===== src/rtl/irqc_pkg.sv =====
package irqc_pkg;

   typedef enum logic {
      CR_SEL_MASK = 1'b0,
      CR_SEL_STAT = 1'b1
   } cr_sel_e;

   localparam int unsigned STAT_GIE_BIT = 0;
   localparam int unsigned STAT_SAV_BIT = 1;
   localparam int unsigned STAT_USED_W  = 2;

endpackage


===== src/rtl/irqc_mask_reg.sv =====
module irqc_mask_reg #(
   parameter int unsigned NSRC   = 32,
   parameter int unsigned DATA_W = 32
) (
   input  logic              clk,
   input  logic              rst_n,
   input  logic              wr_i,
   input  logic [DATA_W-1:0] wdata_i,
   output logic [NSRC-1:0]   mask_o
);

   localparam int unsigned SPARE_W = DATA_W - NSRC;

   initial begin
      if (NSRC == 0 || NSRC > DATA_W)
         $error("irqc_mask_reg: NSRC must be in 1..DATA_W");
   end

   logic [NSRC-1:0] mask_q;

   always_ff @(posedge clk or negedge rst_n) begin
      if (!rst_n)
         mask_q <= '0;
      else if (wr_i)
         mask_q <= wdata_i[NSRC-1:0];
   end

   generate
      if (SPARE_W > 0) begin : g_spare
         logic spare_unused;
         assign spare_unused = ^wdata_i[DATA_W-1:NSRC];
      end
   endgenerate

   assign mask_o = mask_q;

endmodule


===== src/rtl/irqc_status_ctl.sv =====
module irqc_status_ctl (
   input  logic clk,
   input  logic rst_n,
   input  logic wr_i,
   input  logic wgie_i,
   input  logic wsav_i,
   input  logic entry_i,
   input  logic ret_i,
   output logic gie_o,
   output logic sav_o
);

   logic gie_q, sav_q;
   logic gie_d, sav_d;

   always_comb begin
      gie_d = gie_q;
      sav_d = sav_q;
      if (entry_i) begin
         sav_d = gie_q;
         gie_d = 1'b0;
      end else if (ret_i) begin
         gie_d = sav_q;
      end else if (wr_i) begin
         gie_d = wgie_i;
         sav_d = wsav_i;
      end
   end

   always_ff @(posedge clk or negedge rst_n) begin
      if (!rst_n) begin
         gie_q <= 1'b0;
         sav_q <= 1'b0;
      end else begin
         gie_q <= gie_d;
         sav_q <= sav_d;
      end
   end

   assign gie_o = gie_q;
   assign sav_o = sav_q;

endmodule


===== src/rtl/irqc_pend_stage.sv =====
module irqc_pend_stage #(
   parameter int unsigned NSRC     = 32,
   parameter bit          PEND_REG = 1'b1
) (
   input  logic            clk,
   input  logic            rst_n,
   input  logic [NSRC-1:0] req_i,
   input  logic [NSRC-1:0] mask_i,
   input  logic            gie_i,
   output logic            irq_o,
   output logic [NSRC-1:0] pend_o
);

   logic [NSRC-1:0] live;

   generate
      for (genvar n = 0; n < NSRC; n++) begin : g_src
         assign live[n] = req_i[n] & mask_i[n];
      end

      if (PEND_REG) begin : g_reg
         logic [NSRC-1:0] pend_q;
         always_ff @(posedge clk or negedge rst_n) begin
            if (!rst_n)
               pend_q <= '0;
            else
               pend_q <= live;
         end
         assign pend_o = pend_q;
      end else begin : g_comb
         logic clk_unused;
         assign clk_unused = clk ^ rst_n;
         assign pend_o = live;
      end
   endgenerate

   assign irq_o = gie_i & (|live);

endmodule


===== src/rtl/irqc_flat.sv =====
module irqc_flat
   import irqc_pkg::*;
#(
   parameter int unsigned NSRC     = 32,
   parameter int unsigned DATA_W   = 32,
   parameter bit          PEND_REG = 1'b1
) (
   input  logic              clk,
   input  logic              rst_n,
   input  logic [NSRC-1:0]   req_i,
   input  logic              cr_wr_i,
   input  logic              cr_sel_i,
   input  logic [DATA_W-1:0] cr_wdata_i,
   input  logic              exc_entry_i,
   input  logic              exc_ret_i,
   output logic              irq_o,
   output logic [NSRC-1:0]   pend_o,
   output logic              gie_o,
   output logic              gie_saved_o
);

   initial begin
      if (DATA_W < STAT_USED_W)
         $error("irqc_flat: DATA_W too narrow for status word");
      if (NSRC == 0 || NSRC > DATA_W)
         $error("irqc_flat: NSRC must be in 1..DATA_W");
   end

   cr_sel_e         sel;
   logic            wr_mask, wr_stat;
   logic [NSRC-1:0] en_mask;
   logic            gie, sav;

   assign sel     = cr_sel_e'(cr_sel_i);
   assign wr_mask = cr_wr_i && (sel == CR_SEL_MASK);
   assign wr_stat = cr_wr_i && (sel == CR_SEL_STAT);

   irqc_mask_reg #(
      .NSRC   (NSRC),
      .DATA_W (DATA_W)
   ) u_mask (
      .clk     (clk),
      .rst_n   (rst_n),
      .wr_i    (wr_mask),
      .wdata_i (cr_wdata_i),
      .mask_o  (en_mask)
   );

   irqc_status_ctl u_stat (
      .clk     (clk),
      .rst_n   (rst_n),
      .wr_i    (wr_stat),
      .wgie_i  (cr_wdata_i[STAT_GIE_BIT]),
      .wsav_i  (cr_wdata_i[STAT_SAV_BIT]),
      .entry_i (exc_entry_i),
      .ret_i   (exc_ret_i),
      .gie_o   (gie),
      .sav_o   (sav)
   );

   irqc_pend_stage #(
      .NSRC     (NSRC),
      .PEND_REG (PEND_REG)
   ) u_pend (
      .clk    (clk),
      .rst_n  (rst_n),
      .req_i  (req_i),
      .mask_i (en_mask),
      .gie_i  (gie),
      .irq_o  (irq_o),
      .pend_o (pend_o)
   );

   assign gie_o       = gie;
   assign gie_saved_o = sav;

endmodule


===== config.mk =====
export PLATFORM = sky130hd
export DESIGN_NAME = irqc_flat
export DESIGN_NICKNAME = d
export VERILOG_FILES = /design/src/rtl/irqc_pkg.sv /design/src/rtl/irqc_mask_reg.sv /design/src/rtl/irqc_status_ctl.sv /design/src/rtl/irqc_pend_stage.sv /design/src/rtl/irqc_flat.sv
export SDC_FILE = /design/constraint.sdc
export NUM_CORES = 1
export LEC_CHECK = 0
export ABC_AREA = 1
export BUFFER_PORTS_ARGS = -buffer_cell sky130_fd_sc_hd__buf_2
export CAP_MARGIN = 20
export CORE_ASPECT_RATIO = 1.4
export CORE_UTILIZATION = 47
export DETAILED_ROUTE_END_ITERATION = 12
export PLACE_DENSITY = 0.85
export SLEW_MARGIN = 20
export SYNTH_ARGS = -nofsm -noshare
export SYNTH_HDL_FRONTEND = slang
export SYNTH_SLANG_ARGS = --single-unit

===== constraint.sdc =====
create_clock -name clk -period 1.1 [get_ports clk]
set_input_delay 0.11 -clock clk [delete_from_list [all_inputs] [get_ports clk]]
set_output_delay 0.11 -clock clk [all_outputs]
set_load 0.01 [all_outputs]

==> run metrics, run 1 <==
port bufs 104; R2R setup slack 0.11 ns; largest cells by area after synthesis dfrtp_1 64%, mux2_4 16%, nand2_1 8.3%; Critical Path AT 1.37 ns; Worst R2R Path Depth 3; Post-Syn Instances 214; DIE AREA 0.00579 sq mm; Slew Viols, Final 0; Synth cell types 11; Leak Pwr 2.25 nW; Min Hold Slack -0.0128 ns; worst reg2reg startpoint u_mask.mask_o[18]; Setup WS post-layout -0.377 ns; DP Cell Count 393; Layout area overhead 42.8%; Crit. End Element output pin; pin count of the biggest net entering global routing 67; vias in the first global route 1946; 1st-iter DRT viols 44; worst clock skew 0.00785 ns; Core Footprint 0.00524 sq mm; worst slew pin tran 0.345 ns; Worst EP required 0.99 ns; Max Clk Rate 0.677 GHz; fin crit share 1.34; critical setup path kind register to output pin; relative slew slack 0.770; Max-Cap Viols 0; clock root buffer clkbuf_8; syn nets 284; GRT Residual Overflow 0; Boundary Pins 105; ratio of cells with drive above 1 in the final layout 0.489; worst hold path type primary input to register; WL per Instance 13.2 microns; clock latency on the worst-skew pair 0.33 ns; most common cell after layout, fill and taps aside buf_2; # rows 31; CTS Sinks 66; area of the mapped netlist 0.00258 sq mm; initial antenna violation count 0; Final Hold Vio Count 12; Pwr Density 1670 mW/mm^2; vias 1889; H-tree levels 3; FF-to-FF End u_mask.mask_o[18]; Final Wtd Congestion 0.737; die width 64.6 microns; outcome finished, violations left; Worst VDD drop 1020 uV; CTS tree yes; Final ANT Viol Nets 0; clock slew at reported path FFs 0.07 ns; most frequent cells in the layout 104 x buf_2, 66 x dfrtp_1, 53 x nand2_1; Synth Warn # 0; Worst Setup SP u_mask.mask_o[24]; crit start category register; share of the synthesized area in the top cell type 0.640; final layout net count 426; Initial Util 0.492; Worst Path Max Fanout 2; first-pass GRT wire length 8740 microns; #FFs+latches synth 66; Setup Viol. Count Final 1; failing checks negative hold slack, negative setup slack; register area share after synthesis 0.640; fin cells 426; Yosys top cell by area dfrtp_1; Syn Area/Cell 12.1 sq um; Clock Path Buffers 2; die height 89.6 microns; Routed WL 5610 microns; DR pass1 iterations 4; Hold-fix buffers, CTS 12; Detail Placement HPWL 4030 microns; DRC 0; number of diodes 0; TritonCTS Buffers 9; Final min period 1.48 ns; end of the critical path irq_o; RSZ-0062 raised after global routing true; via/cell ratio 4.43; GRT Total Usage 0.210
==> worst max-delay path, stage by stage, from the launching register on <==
cell and delay (ns):
dfrtp_1 0.40, nand2_2 0.09, nand2_2 0.05, nor2_2 0.10, nand2_1 0.08, nor2_2 0.13, a21oi_2 0.07, buf_2 0.13
==> synth_stat cells, drive strengths merged <==
| master | count |
|---|---|
| nand2 | 58 |
| dfrtp | 66 |
| inv | 38 |
| buf | 3 |
| a31oi | 1 |
| a21oi | 2 |
| mux2 | 31 |
| o21ai | 3 |
| nor2 | 12 |
==> cell type report <==
| type | instances | area (sq um) |
|---|---|---|
| clock inverters | 2 | 60.1 |
| well taps | 66 | 82.6 |
| flip-flops and latches | 66 | 1650 |
| fillers | 386 | 1550 |
| multi-input cells | 107 | 774 |
| repair buffers | 134 | 813 |
| inverters | 38 | 143 |
| clock buffers | 13 | 159 |
==> logic make-up after synthesis <==
kind of cell           Yosys count  synth area share
and+or+nand+nor                 70             0.103
DFF                             66             0.640
buffers and inverters           41            0.0684
muxes                           31             0.176
AOI/OAI and AO/OA                6            0.0121
==> power by group <==
group / switching [mW] / internal, mW / leakage, nW
sequential: 0.137 / 2.72 / 0.815
clock: 0.822 / 1.39 / 0.110
combinational: 0.470 / 0.616 / 1.33
==> flip-flops by register name, summed over array words and instances (netlist names) <==
| name | cells |
|---|---|
| u_mask.mask_o | 32 |
| u_pend.pend_o | 32 |
| u_stat.gie_o | 1 |
| u_stat.sav_o | 1 |
==> routing by layer <==
layer / vias to the layer above / track usage / share of wire
li1: 933 / - / -
met1: 891 / 0.225 / 0.37
met2: 57 / 0.383 / 0.58
met3: 8 / 0.0379 / 0.037
met4: 0 / 0.135 / 0.018
met5: - / 0 / 0
==> how the worst min path moves through the flow <==
stage                              endpoint  depth (start not counted)  startpoint  slack (ns)
after detailed placement   u_mask.mask_o[4]                          2       rst_n        0.15
after global placement     u_pend.pend_o[5]                          2       rst_n        0.14
after floorplan            u_mask.mask_o[0]                          0       rst_n       -0.19
after CTS                  u_pend.pend_o[3]                          3    req_i[3]       -0.03
after global routing      u_pend.pend_o[23]                          3   req_i[23]       -0.02
final                      u_pend.pend_o[3]                          3    req_i[3]       -0.01
==> per-stage QoR <==
stage	total power, mW	util	instance area, sq um	setup TNS (ns)	setup slack (ns)
3_5_place_dp	3.90	0.626	3280	-0.0833	-0.0833
3_3_place_gp	3.84	0.626	3280	-0.0543	-0.0543
6_report	6.16	0.703	3680	-0.377	-0.377
5_1_grt	6.48	0.703	3680	-0.530	-0.524
2_1_floorplan	3.41	-	2580	0	0.197
4_1_cts	6.22	0.699	3660	-0.406	-0.406
==> repair_timing <==
| action | in CTS | in global routing |
|---|---|---|
| cloned | 0 | 0 |
| setup buffers | 5 | 1 |
| hold endpoints to repair | 104 | 9 |
| gates resized for setup | 3 | 6 |
| endpoints found under the setup margin | 1 | 1 |
| pin swaps | 8 | 5 |
Power figures use the tool's default switching activity.
==> run 2: changes to the inputs <==
CORE_UTILIZATION = 30   (was 47)
PLACE_DENSITY = 0.61   (was 0.85)
==> run metrics, run 2 (synthesized netlist as in run 1, its figures left out) <==
outcome finished, violations left; failing checks negative hold slack, negative setup slack; Worst Path Max Fanout 2; clock latency on the worst-skew pair 0.32 ns; setup_tns -0.331 ns; Net Sw Frac 0.231; DP Worst Slack -0.0842 ns; Clock Path Buffers 2; ratio of cells with drive above 1 in the final layout 0.517; Final Hold Vio Count 1; 1st-iter DRT viols 51; Worst EP required 0.99 ns; die width 80.4 microns; number of diodes 0; most frequent cells in the layout 104 x buf_2, 66 x dfrtp_1, 49 x nand2_1; postcts setup bufs 0; worst clock skew 0.00531 ns; Final min period 1.43 ns; GRT Residual Overflow 0; critical setup path kind register to output pin; Max Clk Rate 0.699 GHz; Seq pwr share 0.451; crit start category register; Final ANT Viol Nets 0; die height 112 microns; RSZ-0062 raised after global routing true; Layout area overhead 44.8%; Pwr Density 1700 mW/mm^2; CTS Sinks 66; initial antenna violation count 1; GRT Total Usage 0.134; Setup Viol. Count Final 1; pin count of the biggest net entering global routing 34; Crit. End Element output pin; clock root buffer clkbuf_16; DP Cell Count 443; Routed WL 5320 microns; Clock power frac 0.379; relative slew slack 0.737; Max-Cap Viols 0; H-tree levels 3; Worst VDD drop 807 uV; DR pass1 iterations 4; Boundary Pins 105; clock slew at reported path FFs 0.05 ns; most common cell after layout, fill and taps aside buf_2; fin crit share 1.30; P_sw 1.47 mW; final core occ 0.453; worst hold path type primary input to register; CTS tree yes; Tot Pwr 6.35 mW; DIE AREA 0.00898 sq mm; DRC 0; TritonCTS Buffers 9; Slew Viols, Final 0; fin cells 456; Leak Pwr 2.27 nW; Core Footprint 0.00825 sq mm; Final Wtd Congestion 0.690; first-pass GRT wire length 8950 microns; Min Hold Slack -0.00368 ns; P_int 4.88 mW; final layout net count 423; WL per Instance 11.7 microns; # rows 39; Initial Util 0.313; Detail Placement HPWL 4130 microns; Critical Path AT 1.32 ns; worst slew pin tran 0.395 ns; vias in the first global route 2015; Setup WS post-layout -0.331 ns; via/cell ratio 4.05; combinational power share 0.170; port bufs 104; vias 1849
## run 2: worst paths after layout
check	from	to	slack [ns]	depth (start not counted)
max in group asynchronous	rst_n	u_mask.mask_o[3]	0.34	3
max	u_mask.mask_o[27]	irq_o	-0.33	7
min reg2reg	u_mask.mask_o[17]	u_pend.pend_o[17]	0.48	2
min in group asynchronous	rst_n	u_pend.pend_o[20]	0.25	2
min	req_i[10]	u_pend.pend_o[10]	-0.004	3
max reg2reg	u_mask.mask_o[8]	u_mask.mask_o[8]	0.22	2
## run 2: power groups by stage
stage               registers [mW]  logic [mW]  clock network [mW]
finish                        2.86        1.08                2.40
CTS                           2.86        1.10                2.50
global placement              2.88        1.07                   0
global route                  2.90        1.21                2.60
detailed placement            2.89        1.09                   0
floorplan                     2.94       0.476                   0
## run 2: repair_timing
action	4_1_cts	5_1_grt
gates cloned	0	0
endpoints found under the setup margin	1	1
resized for setup	1	9
hold endpoints to repair	24	0
hold buffers	1	0
pin swaps	0	2
## run 2: worst max-delay path, cell delays in order (launching register included)
cell and delay [ns]:
dfrtp_1 0.38, nand2_1 0.08, nand2_1 0.06, nor2_1 0.12, nand2_1 0.07, nor2_1 0.09, a21oi_1 0.06, buf_2 0.14
## run 2: through the flow
step	area, sq um	hold slack [ns]
after floorplan	2580	-0.186
after global placement	3450	0.0432
after detailed placement	3450	0.0565
after CTS	3710	-0.00941
after global routing	3730	0.00313
final	3730	-0.00368
## run 2: layout make-up
type	instances	area [sq um]
tap	102	128
sequential	66	1650
clock buffer	11	243
fill	781	4510
inverter	38	143
multi-input combinational	107	776
timing repair buffer	131	788
clock inverter	1	5.00
## run 2: routing by layer
layer | up-vias | share of wire | track usage
li1 | 920 | - | -
met1 | 847 | 0.43 | 0.159
met2 | 70 | 0.48 | 0.207
met3 | 10 | 0.075 | 0.0541
met4 | 2 | 0.016 | 0.0714
met5 | - | 0.0024 | 0
